===== src/rtl/nand_cmd_pkg.sv =====
package nand_cmd_pkg;
  localparam int BUS_W = 8;

  typedef enum logic [1:0] {OP_READY, OP_BUSY, OP_RESET} op_state_t;
  typedef enum logic [1:0] {RM_DATA, RM_ID_ADDR, RM_ID, RM_STATUS} rd_mode_t;

  localparam logic [BUS_W-1:0] CMD_RESET   = 8'hFF;
  localparam logic [BUS_W-1:0] CMD_READ_ID = 8'h90;
  localparam logic [BUS_W-1:0] CMD_STATUS  = 8'h70;
  localparam logic [BUS_W-1:0] ID_ADDR     = 8'h00;
  localparam logic [BUS_W-1:0] MAKER_CODE  = 8'hEC;
  localparam logic [BUS_W-1:0] BLANK       = 8'hFF;
endpackage


===== src/rtl/nand_bus_strobe.sv =====
module nand_bus_strobe (
  input  logic clk,
  input  logic rst,
  input  logic chip_en_n,
  input  logic cmd_latch,
  input  logic addr_latch,
  input  logic wr_strobe_n,
  input  logic rd_strobe_n,
  output logic cmd_stb,
  output logic addr_stb,
  output logic rd_stb
);
  logic we_q, re_q;
  logic we_rise;

  always_ff @(posedge clk) begin
    if (rst) begin
      we_q <= 1'b1;
      re_q <= 1'b1;
    end else begin
      we_q <= wr_strobe_n;
      re_q <= rd_strobe_n;
    end
  end

  // latching needs the chip selected and exactly one latch line high
  assign we_rise  = !chip_en_n && wr_strobe_n && !we_q;
  assign cmd_stb  = we_rise && cmd_latch && !addr_latch;
  assign addr_stb = we_rise && addr_latch && !cmd_latch;
  assign rd_stb   = !chip_en_n && !rd_strobe_n && re_q;
endmodule


===== src/rtl/nand_op_timer.sv =====
module nand_op_timer
  import nand_cmd_pkg::*;
#(
  parameter int BUSY_CYCLES = 40,
  parameter int RST_CYCLES  = 8
) (
  input  logic clk,
  input  logic rst,
  input  logic rst_cmd,
  input  logic busy_start,
  output logic ready,
  output logic rst_accept
);
  localparam int MAXC = (BUSY_CYCLES > RST_CYCLES) ? BUSY_CYCLES : RST_CYCLES;
  localparam int CW   = $clog2(MAXC + 1);

  op_state_t       op_q;
  logic [CW-1:0]   cnt_q;

  // a reset command is refused while a reset is running
  assign rst_accept = rst_cmd && (op_q != OP_RESET);
  assign ready      = (op_q == OP_READY);

  always_ff @(posedge clk) begin
    if (rst) begin
      op_q  <= OP_READY;
      cnt_q <= '0;
    end else if (rst_accept) begin
      op_q  <= OP_RESET;
      cnt_q <= CW'(RST_CYCLES - 1);
    end else begin
      case (op_q)
        OP_READY: begin
          if (busy_start) begin
            op_q  <= OP_BUSY;
            cnt_q <= CW'(BUSY_CYCLES - 1);
          end
        end
        default: begin
          if (cnt_q == '0) op_q <= OP_READY;
          else             cnt_q <= cnt_q - CW'(1);
        end
      endcase
    end
  end

  AST_RESET_DROPS_READY: assert property (@(posedge clk) disable iff (rst)
    rst_accept |=> !ready);
  AST_RESET_NOT_RESTARTED: assert property (@(posedge clk) disable iff (rst)
    (op_q == OP_RESET && cnt_q != '0) |=> (cnt_q == $past(cnt_q) - CW'(1)));
  AST_OP_RELEASE: assert property (@(posedge clk) disable iff (rst)
    (op_q != OP_READY && cnt_q == '0 && !rst_accept) |=> ready);
endmodule


===== src/rtl/nand_read_path.sv =====
module nand_read_path
  import nand_cmd_pkg::*;
#(
  parameter logic [7:0] DEV_CODE = 8'hE6,
  parameter int         ID_WAIT  = 4
) (
  input  logic             clk,
  input  logic             rst,
  input  logic             cmd_stb,
  input  logic             addr_stb,
  input  logic             rd_stb,
  input  logic [BUS_W-1:0] bus_in,
  input  logic             ready,
  input  logic             rst_accept,
  input  logic             wr_protect_n,
  output logic [BUS_W-1:0] bus_out
);
  localparam int WW = (ID_WAIT > 0) ? $clog2(ID_WAIT + 1) : 1;

  rd_mode_t         mode_q;
  logic [1:0]       idx_q;
  logic [WW-1:0]    wait_q;
  logic [BUS_W-1:0] out_q;
  logic [BUS_W-1:0] rd_byte;

  always_comb begin
    case (mode_q)
      RM_ID: begin
        if (wait_q != '0) rd_byte = BLANK;
        else begin
          case (idx_q)
            2'd0:    rd_byte = MAKER_CODE;
            2'd1:    rd_byte = DEV_CODE;
            default: rd_byte = BLANK;
          endcase
        end
      end
      RM_STATUS: rd_byte = {wr_protect_n, ready, 6'b0};
      default:   rd_byte = BLANK;
    endcase
  end

  always_ff @(posedge clk) begin
    if (rst) begin
      mode_q <= RM_DATA;
      idx_q  <= 2'd0;
      wait_q <= '0;
      out_q  <= BLANK;
    end else begin
      if (wait_q != '0) wait_q <= wait_q - WW'(1);
      if (rd_stb) begin
        out_q <= rd_byte;
        if (mode_q == RM_ID && wait_q == '0 && idx_q != 2'd2) idx_q <= idx_q + 2'd1;
      end
      if (rst_accept) begin
        mode_q <= RM_DATA;
      end else if (cmd_stb) begin
        if (bus_in == CMD_STATUS) mode_q <= RM_STATUS;
        else if (bus_in == CMD_READ_ID && ready) mode_q <= RM_ID_ADDR;
      end else if (addr_stb && mode_q == RM_ID_ADDR) begin
        if (bus_in == ID_ADDR) begin
          mode_q <= RM_ID;
          idx_q  <= 2'd0;
          wait_q <= WW'(ID_WAIT);
        end else begin
          mode_q <= RM_DATA;
        end
      end
    end
  end

  assign bus_out = out_q;

  AST_ID_FIRST_BYTE: assert property (@(posedge clk) disable iff (rst)
    (rd_stb && !addr_stb && mode_q == RM_ID && wait_q == '0 && idx_q == 2'd0)
      |=> (bus_out == MAKER_CODE));
  AST_EARLY_READ_BLANK: assert property (@(posedge clk) disable iff (rst)
    (rd_stb && !addr_stb && !cmd_stb && mode_q == RM_ID && wait_q != '0)
      |=> (bus_out == BLANK && idx_q == $past(idx_q)));
  AST_ID_INDEX_RANGE: assert property (@(posedge clk) disable iff (rst)
    idx_q <= 2'd2);
  AST_STATUS_LOW_BITS: assert property (@(posedge clk) disable iff (rst)
    (rd_stb && mode_q == RM_STATUS) |=> (bus_out[5:0] == 6'd0));
  AST_RESET_CLEARS_MODE: assert property (@(posedge clk) disable iff (rst)
    rst_accept |=> (mode_q == RM_DATA));
endmodule


===== src/rtl/nand_cmd_front.sv =====
module nand_cmd_front
  import nand_cmd_pkg::*;
#(
  parameter logic [7:0] DEV_CODE    = 8'hE6,
  parameter int         ID_WAIT     = 4,
  parameter int         BUSY_CYCLES = 40,
  parameter int         RST_CYCLES  = 8
) (
  input  logic       clk,
  input  logic       rst,
  input  logic       chip_en_n,
  input  logic       cmd_latch,
  input  logic       addr_latch,
  input  logic       wr_strobe_n,
  input  logic       rd_strobe_n,
  input  logic       wr_protect_n,
  input  logic [7:0] bus_in,
  input  logic       tst_busy_start,
  output logic [7:0] bus_out,
  output logic       ready
);
  logic cmd_stb, addr_stb, rd_stb;
  logic rst_accept;
  logic rst_cmd;

  nand_bus_strobe u_strobe (
    .clk(clk), .rst(rst), .chip_en_n(chip_en_n), .cmd_latch(cmd_latch),
    .addr_latch(addr_latch), .wr_strobe_n(wr_strobe_n), .rd_strobe_n(rd_strobe_n),
    .cmd_stb(cmd_stb), .addr_stb(addr_stb), .rd_stb(rd_stb)
  );

  assign rst_cmd = cmd_stb && (bus_in == CMD_RESET);

  nand_op_timer #(.BUSY_CYCLES(BUSY_CYCLES), .RST_CYCLES(RST_CYCLES)) u_timer (
    .clk(clk), .rst(rst), .rst_cmd(rst_cmd), .busy_start(tst_busy_start),
    .ready(ready), .rst_accept(rst_accept)
  );

  nand_read_path #(.DEV_CODE(DEV_CODE), .ID_WAIT(ID_WAIT)) u_read (
    .clk(clk), .rst(rst), .cmd_stb(cmd_stb), .addr_stb(addr_stb), .rd_stb(rd_stb),
    .bus_in(bus_in), .ready(ready), .rst_accept(rst_accept),
    .wr_protect_n(wr_protect_n), .bus_out(bus_out)
  );
endmodule


===== config.mk =====
export PLATFORM = sky130hd
export DESIGN_NAME = nand_cmd_front
export DESIGN_NICKNAME = d
export VERILOG_FILES = /design/src/rtl/nand_cmd_pkg.sv /design/src/rtl/nand_bus_strobe.sv /design/src/rtl/nand_op_timer.sv /design/src/rtl/nand_read_path.sv /design/src/rtl/nand_cmd_front.sv
export SDC_FILE = /design/constraint.sdc
export NUM_CORES = 1
export LEC_CHECK = 0
export BUFFER_PORTS_ARGS = -buffer_cell sky130_fd_sc_hd__buf_2
export CORE_MARGIN = 10
export CORE_UTILIZATION = 40
export CTS_BUF_LIST = sky130_fd_sc_hd__clkbuf_16
export CTS_CLUSTER_SIZE = 25
export DETAILED_ROUTE_END_ITERATION = 12
export GPL_TIMING_DRIVEN = 1
export HOLD_SLACK_MARGIN = 0.06
export PLACE_DENSITY = 0.67
export REMOVE_ABC_BUFFERS = 1
export SYNTH_ARGS = -nofsm -noshare
export SYNTH_HDL_FRONTEND = slang
export SYNTH_HIERARCHICAL = 1
export SYNTH_SLANG_ARGS = --single-unit

===== constraint.sdc =====
create_clock -name clk -period 1.84 [get_ports clk]
set_input_delay 0.368 -clock clk [delete_from_list [all_inputs] [get_ports clk]]
set_output_delay 0.368 -clock clk [all_outputs]
set_load 0.01 [all_outputs]

======== Yosys cells after proc, flatten, opt, wreduce, memory -nomap -nowiden ========
Cells that the tools add are included.
word-level totals
  word-level logic and storage cells ...... 88
  bits of input ports ..................... 17
  output and inout bits ................... 9
  flip-flop bits (word level) ............. 25
cells by class
  multiplexer cells ....................... 27
  reductions and logical operators ........ 34
  $add $sub $neg .......................... 3
  equality and inequality tests ........... 14
operators with widths
  cell                                                    count
  2-to-1 mux 2 bit                                        15
  2-to-1 mux 3 bit                                        6
  2-to-1 mux 6 bit                                        3
  == test 8 bit (second input constant)                   2
  one-hot mux 8 bit (2 select lines)                      1
  logical AND 1 bit                                       14
  one-hot mux 5 bit (2 select lines)                      1
  AND reduction 2 bit                                     5
  == test 8 x 7 -> 1 bit (second input constant)          1
  logical NOT 8 bit                                       1
  2-to-1 mux 8 bit                                        1
  logical NOT 6 bit                                       1
  inequality test 2 bit (second input constant)           3
  nonzero test 3 bit                                      2
  subtractor 6 x 1 -> 6 bit (second input constant)       1
  logical NOT 1 bit                                       5
  == test 2 x 1 -> 1 bit (second input constant)          2
  == test 2 bit (second input constant)                   2
  logical NOT 2 bit                                       2
  nonzero test 2 bit                                      2
  logical NOT 3 bit                                       1
  inequality test 3 x 1 -> 1 bit (second input constant)  1
  inequality test 3 x 2 -> 1 bit (second input constant)  1
  inequality test 3 bit (second input constant)           1
  other kinds (4)                                         4

======== Depth between registers and ports, before layout ========
  depth in word-level cells ............... 9
  depth in mapped cells ................... 8
  depth with buffers taken out ............ 8

======== Modules after synthesis ========
Netlist, hierarchy kept.
modules (own cells, without submodules)
  module           area an instance (sq um)  times used  sequential area each (sq um)  cells an instance
  nand_read_path   696.9                     1           260.2                         72
  nand_op_timer    447.9                     1           160.2                         55
  nand_bus_strobe  93.8                      1           40.0                          8
  nand_cmd_front   25.0                      1           0.0                           4

======== Worst setup path after synthesis ========
No wires, ideal clock.
  path type ............................... input port to flip-flop
  start point ............................. input port chip_en_n
  end point ............................... register u_read.wait_q[1]
  setup time .............................. 0.086 ns
  required time ........................... 1.754 ns
  setup slack ............................. -0.142 ns
  arrival ................................. 1.897 ns
  stages .................................. 8
  path buffers ............................ 0
  cells stage by stage .................... or3b_1 -> nor3b_2 -> nand4_1 -> nor3_2 -> nand2_1 -> inv_1 -> o21bai_2 -> a211oi_1
between the ends
  elaborated cells between the ends (all ways) .. 13
  classes of those cells .................. mux: 3; reduce/logical: 10
RTL lines
  item                            line                   source
  start: declaration              nand_cmd_front.sv:11   input logic chip_en_n,
  logical NOT 1 bit               nand_bus_strobe.sv:27  assign we_rise = !chip_en_n && wr_strobe_n && !we_q;
  logical AND 1 bit (2 in a row)  nand_bus_strobe.sv:27
  logical AND 1 bit (2 in a row)  nand_bus_strobe.sv:28  assign cmd_stb = we_rise && cmd_latch && !addr_latch;
  named net cmd_stb               nand_cmd_front.sv:22   logic cmd_stb, addr_stb, rd_stb;
  logical AND 1 bit               nand_cmd_front.sv:32   assign rst_cmd = cmd_stb && (bus_in == CMD_RESET);
  named net rst_cmd               nand_cmd_front.sv:24   logic rst_cmd;
  logical AND 1 bit               nand_op_timer.sv:21    assign rst_accept = rst_cmd && (op_q != OP_RESET);
  named net rst_accept            nand_cmd_front.sv:23   logic rst_accept;
  2-to-1 mux 3 bit                nand_read_path.sv:55   if (rst_accept) begin
  end signal: assignment          nand_read_path.sv:50   if (wait_q != '0) wait_q <= wait_q - WW'(1);
  end signal: assignment          nand_read_path.sv:64   wait_q <= WW'(ID_WAIT);
  end: declaration                nand_read_path.sv:22   logic [WW-1:0] wait_q;
The timed path passes the listed nets, and every way through them passes these cells.
A chain may end at the register's enable or synchronous reset.

======== Final worst setup path ========
  start point ............................. register u_strobe.we_q
  end point ............................... register u_read.mode_q[0]
between the ends
  cells in the longest elaborated chain, start to end .. 7
  elaborated cells between the ends (all ways) .. 14
  classes of those cells .................. eq/ne: 1; mux: 1; reduce/logical: 12
RTL lines
  item                                                                    line                   source
  start: declaration                                                      nand_bus_strobe.sv:13  logic we_q, re_q;
  start signal: assignment                                                nand_bus_strobe.sv:21  we_q <= wr_strobe_n;
  logical NOT 1 bit *                                                     nand_bus_strobe.sv:27
  logical AND 1 bit *                                                     nand_bus_strobe.sv:27
  logical AND 1 bit * (2 in a row)                                        nand_bus_strobe.sv:28
  named net cmd_stb                                                       nand_cmd_front.sv:22
  branches (longest 3 deep; another with inequality test 3 x 1 -> 1 bit)  n/a
  end signal: assignment                                                  nand_read_path.sv:45   mode_q <= RM_DATA;
  end signal: assignment                                                  nand_read_path.sv:56   mode_q <= RM_DATA;
  end signal: assignment                                                  nand_read_path.sv:58   if (bus_in == CMD_STATUS) mode_q <= RM_STATUS;
  end: declaration                                                        nand_read_path.sv:20   rd_mode_t mode_q;
Mark *: on every way through the listed nets, which the timed path passes.

==> run summary <==
Total GRT Usage: 0.102
period utilization: 0.977
Reg2Reg Launch Point: u_strobe/we_q
PwrDens: 888 nW/um^2
Startpoint Class: flop
Worst path max stage delay: 380 ps
met1 GRT Util: 0.126
total wire length: 2880 um
layout overhead on the synthesized area: 27.4%
minimum clock period: 1800 ps
first-pass GRT wire length: 5130 um
final setup fails: 0
register area share after synthesis: 0.364
FMAX: 0.556 GHz
largest net degree at the start of global routing: 19
mapped cell area: 1260 um^2
crit path cell chain: or3b_4, nor3b_4, buf_4, and4bb_2, nand2b_1, a211oi_2
Yosys cell types: 49
vias in the first global route: 1162
Hold Startpoint: wr_strobe_n
Die Y: 76.2 um
Final nets: 197
Die ar.: 5810 um^2
slowest CP cell: or3b_4
max_slew headroom: 0.675
clk buf depth: 2
first-iteration detailed-routing DRC count: 63
Arr. time, crit path: 1960 ps
GR Util met3: 0.0342
Final Max Slew Viols: 0
Ports: 26
Synth Flop Type: dfxtp_1
Slew @ Worst Pin: 483 ps
Clock Tree Root: clkbuf_16
Vias/cell: 5.17
htree depth: 1
Final ANT Viol Nets: 0
Lkg Pwr: 0.665 nW
crit path buf inv count: 1
Worst Hold Class: in -> reg
Clk Latency, worst-skew pair: 250 ps
Async SR Flop Fraction: 0
core area: 3030 um^2
flops & latches, synth: 23
I/O Buffers: 25
cts hold-fix bufs: 0
Worst path top cell family by delay: simple AND/OR/NAND/NOR gates
CP Launch Point: u_strobe/we_q
Yosys top cell by area: dfxtp_1
worst clock skew: 1.82 ps
routing usage on met2: 0.156
RePlAce Congestion: 0.767
Hold Fails Final Rpt: 0
post-route setup TNS: 0 ps
crit end category: flop
Setup CP Type: reg -> reg
GRT overflow: 0
Post-DP HPWL: 2220 um
area fraction of the dominant cell type after synthesis: 0.364
CTS tree: yes
Post-synth EDFFs: 0
row count: 20
Num CTS Buffers: 3
Max VDD drop: 0.341 mV
GR peak layer: met2
placed insts: 211
RSZ-0062 raised after global routing: yes
drt drc: 0
Required @ worst endpoint: 2010 ps
share of cells above drive strength 1: 0.331
Yosys warning total: 6
Synth area leaders: dfxtp_1, ha_1, nor2_1
n_diodes: 0
initial antenna violation count: 0
final std cells w/o fill: 216
max cap viols: 0
post-synthesis cell count: 139
Worst Path Max Fanout: 3
Initial Util: 0.417
total number of vias: 1117
clk slew on worst S/H paths: 60 ps
Avg WL per Cell: 13.3 um
router iterations before antenna repair: 4
clock tree sinks: 23
DIE WIDTH: 76.2 um
status: finished clean
Mapped Avg Cell Area: 9.09 um^2
==> where the power goes <==
group	switching (mW)	internal, mW	leakage, nW
combinational	0.192	0.187	0.435
clock	0.169	0.292	0.0409
sequential	0.0378	0.552	0.189
==> layout make-up <==
cell class	instances	area [um^2]
inverters	10	37.5
fillers	276	1420
multi-input cells	102	788
clock inverters	1	5.00
well taps	44	55.1
flip-flops and latches	23	460
clock buffers	3	75.1
repair buffers	33	189
==> cell families after synthesis <==
group	Yosys count	share of synthesized area
adders and majority gates	7	0.0693
DFF	23	0.364
buffers and inverters	14	0.0475
AOI/OAI and AO/OA	34	0.198
and+or+nand+nor	57	0.291
muxes	2	0.0158
xor gates and xnor gates	2	0.0139
==> flip-flops by register name, indices dropped and copies added, names as in the netlist <==
name	count
u_timer/cnt_q	6
u_timer/op_q	2
u_read/wait_q	3
u_strobe/re_q	1
u_read/bus_out	6
u_strobe/we_q	1
u_read/mode_q	2
u_read/idx_q	2
==> stage by stage <==
stage	power [mW]	hold slack [ps]	setup WS, ps	util	instance area (um^2)
after floorplan	0.847	437	-142	-	1240
final	1.43	310	42.6	0.532	1610
after global placement	0.936	457	-271	0.487	1470
after global routing	1.52	321	-86.5	0.532	1610
after CTS	1.44	306	-43.8	0.526	1590
after detailed placement	0.952	470	-354	0.487	1470
==> layer usage <==
layer / vias to the layer above / part of all wire
met5: - / 0
met4: 0 / 0.013
met3: 2 / 0.061
met2: 28 / 0.44
met1: 515 / 0.49
li1: 572 / -
==> final timing paths <==
kind	end	slack (ps)	depth (start not counted)
setup / recovery	u_read/mode_q[0]	40	6
hold / removal	u_strobe/we_q	310	2
setup reg to reg	u_read/mode_q[0]	40	6
hold reg to reg	u_read/bus_out[5]	480	1
==> layout by cell type, fill, tap and decap left out, types with 3 or more instances in the layout <==
cell type	n
o21ai_0	3
nand3_1	3
buf_2	25
a221o_1	3
a311oi_1	3
inv_1	8
nand2_1	8
buf_4	7
nor2_1	14
clkbuf_16	3
a21oi_1	9
ha_1	7
nor3_1	3
dfxtp_1	23
==> cell usage after synthesis (2+ instances only) <==
master / count
a211oi_1: 3
a21o_1: 2
a21oi_1: 9
a221o_1: 3
a311oi_1: 3
and3b_1: 2
buf_4: 2
clkbuf_1: 2
dfxtp_1: 23
ha_1: 7
inv_1: 9
mux2i_1: 2
nand2_1: 8
nand2b_1: 3
nand3_1: 3
nand4_1: 2
nor2_1: 14
nor3_1: 3
nor3b_1: 2
nor3b_2: 2
o21a_1: 2
o21ai_0: 3
or2_1: 2
or2_2: 2
xnor2_1: 2
==> timing repair <==
item	CTS	global route
gates resized for setup	7	3
setup endpoints to repair	13	14
setup buffers	1	0
pin swaps	6	6
endpoints found under the hold margin	0	0
No activity file was read; power rests on OpenSTA's default activity.
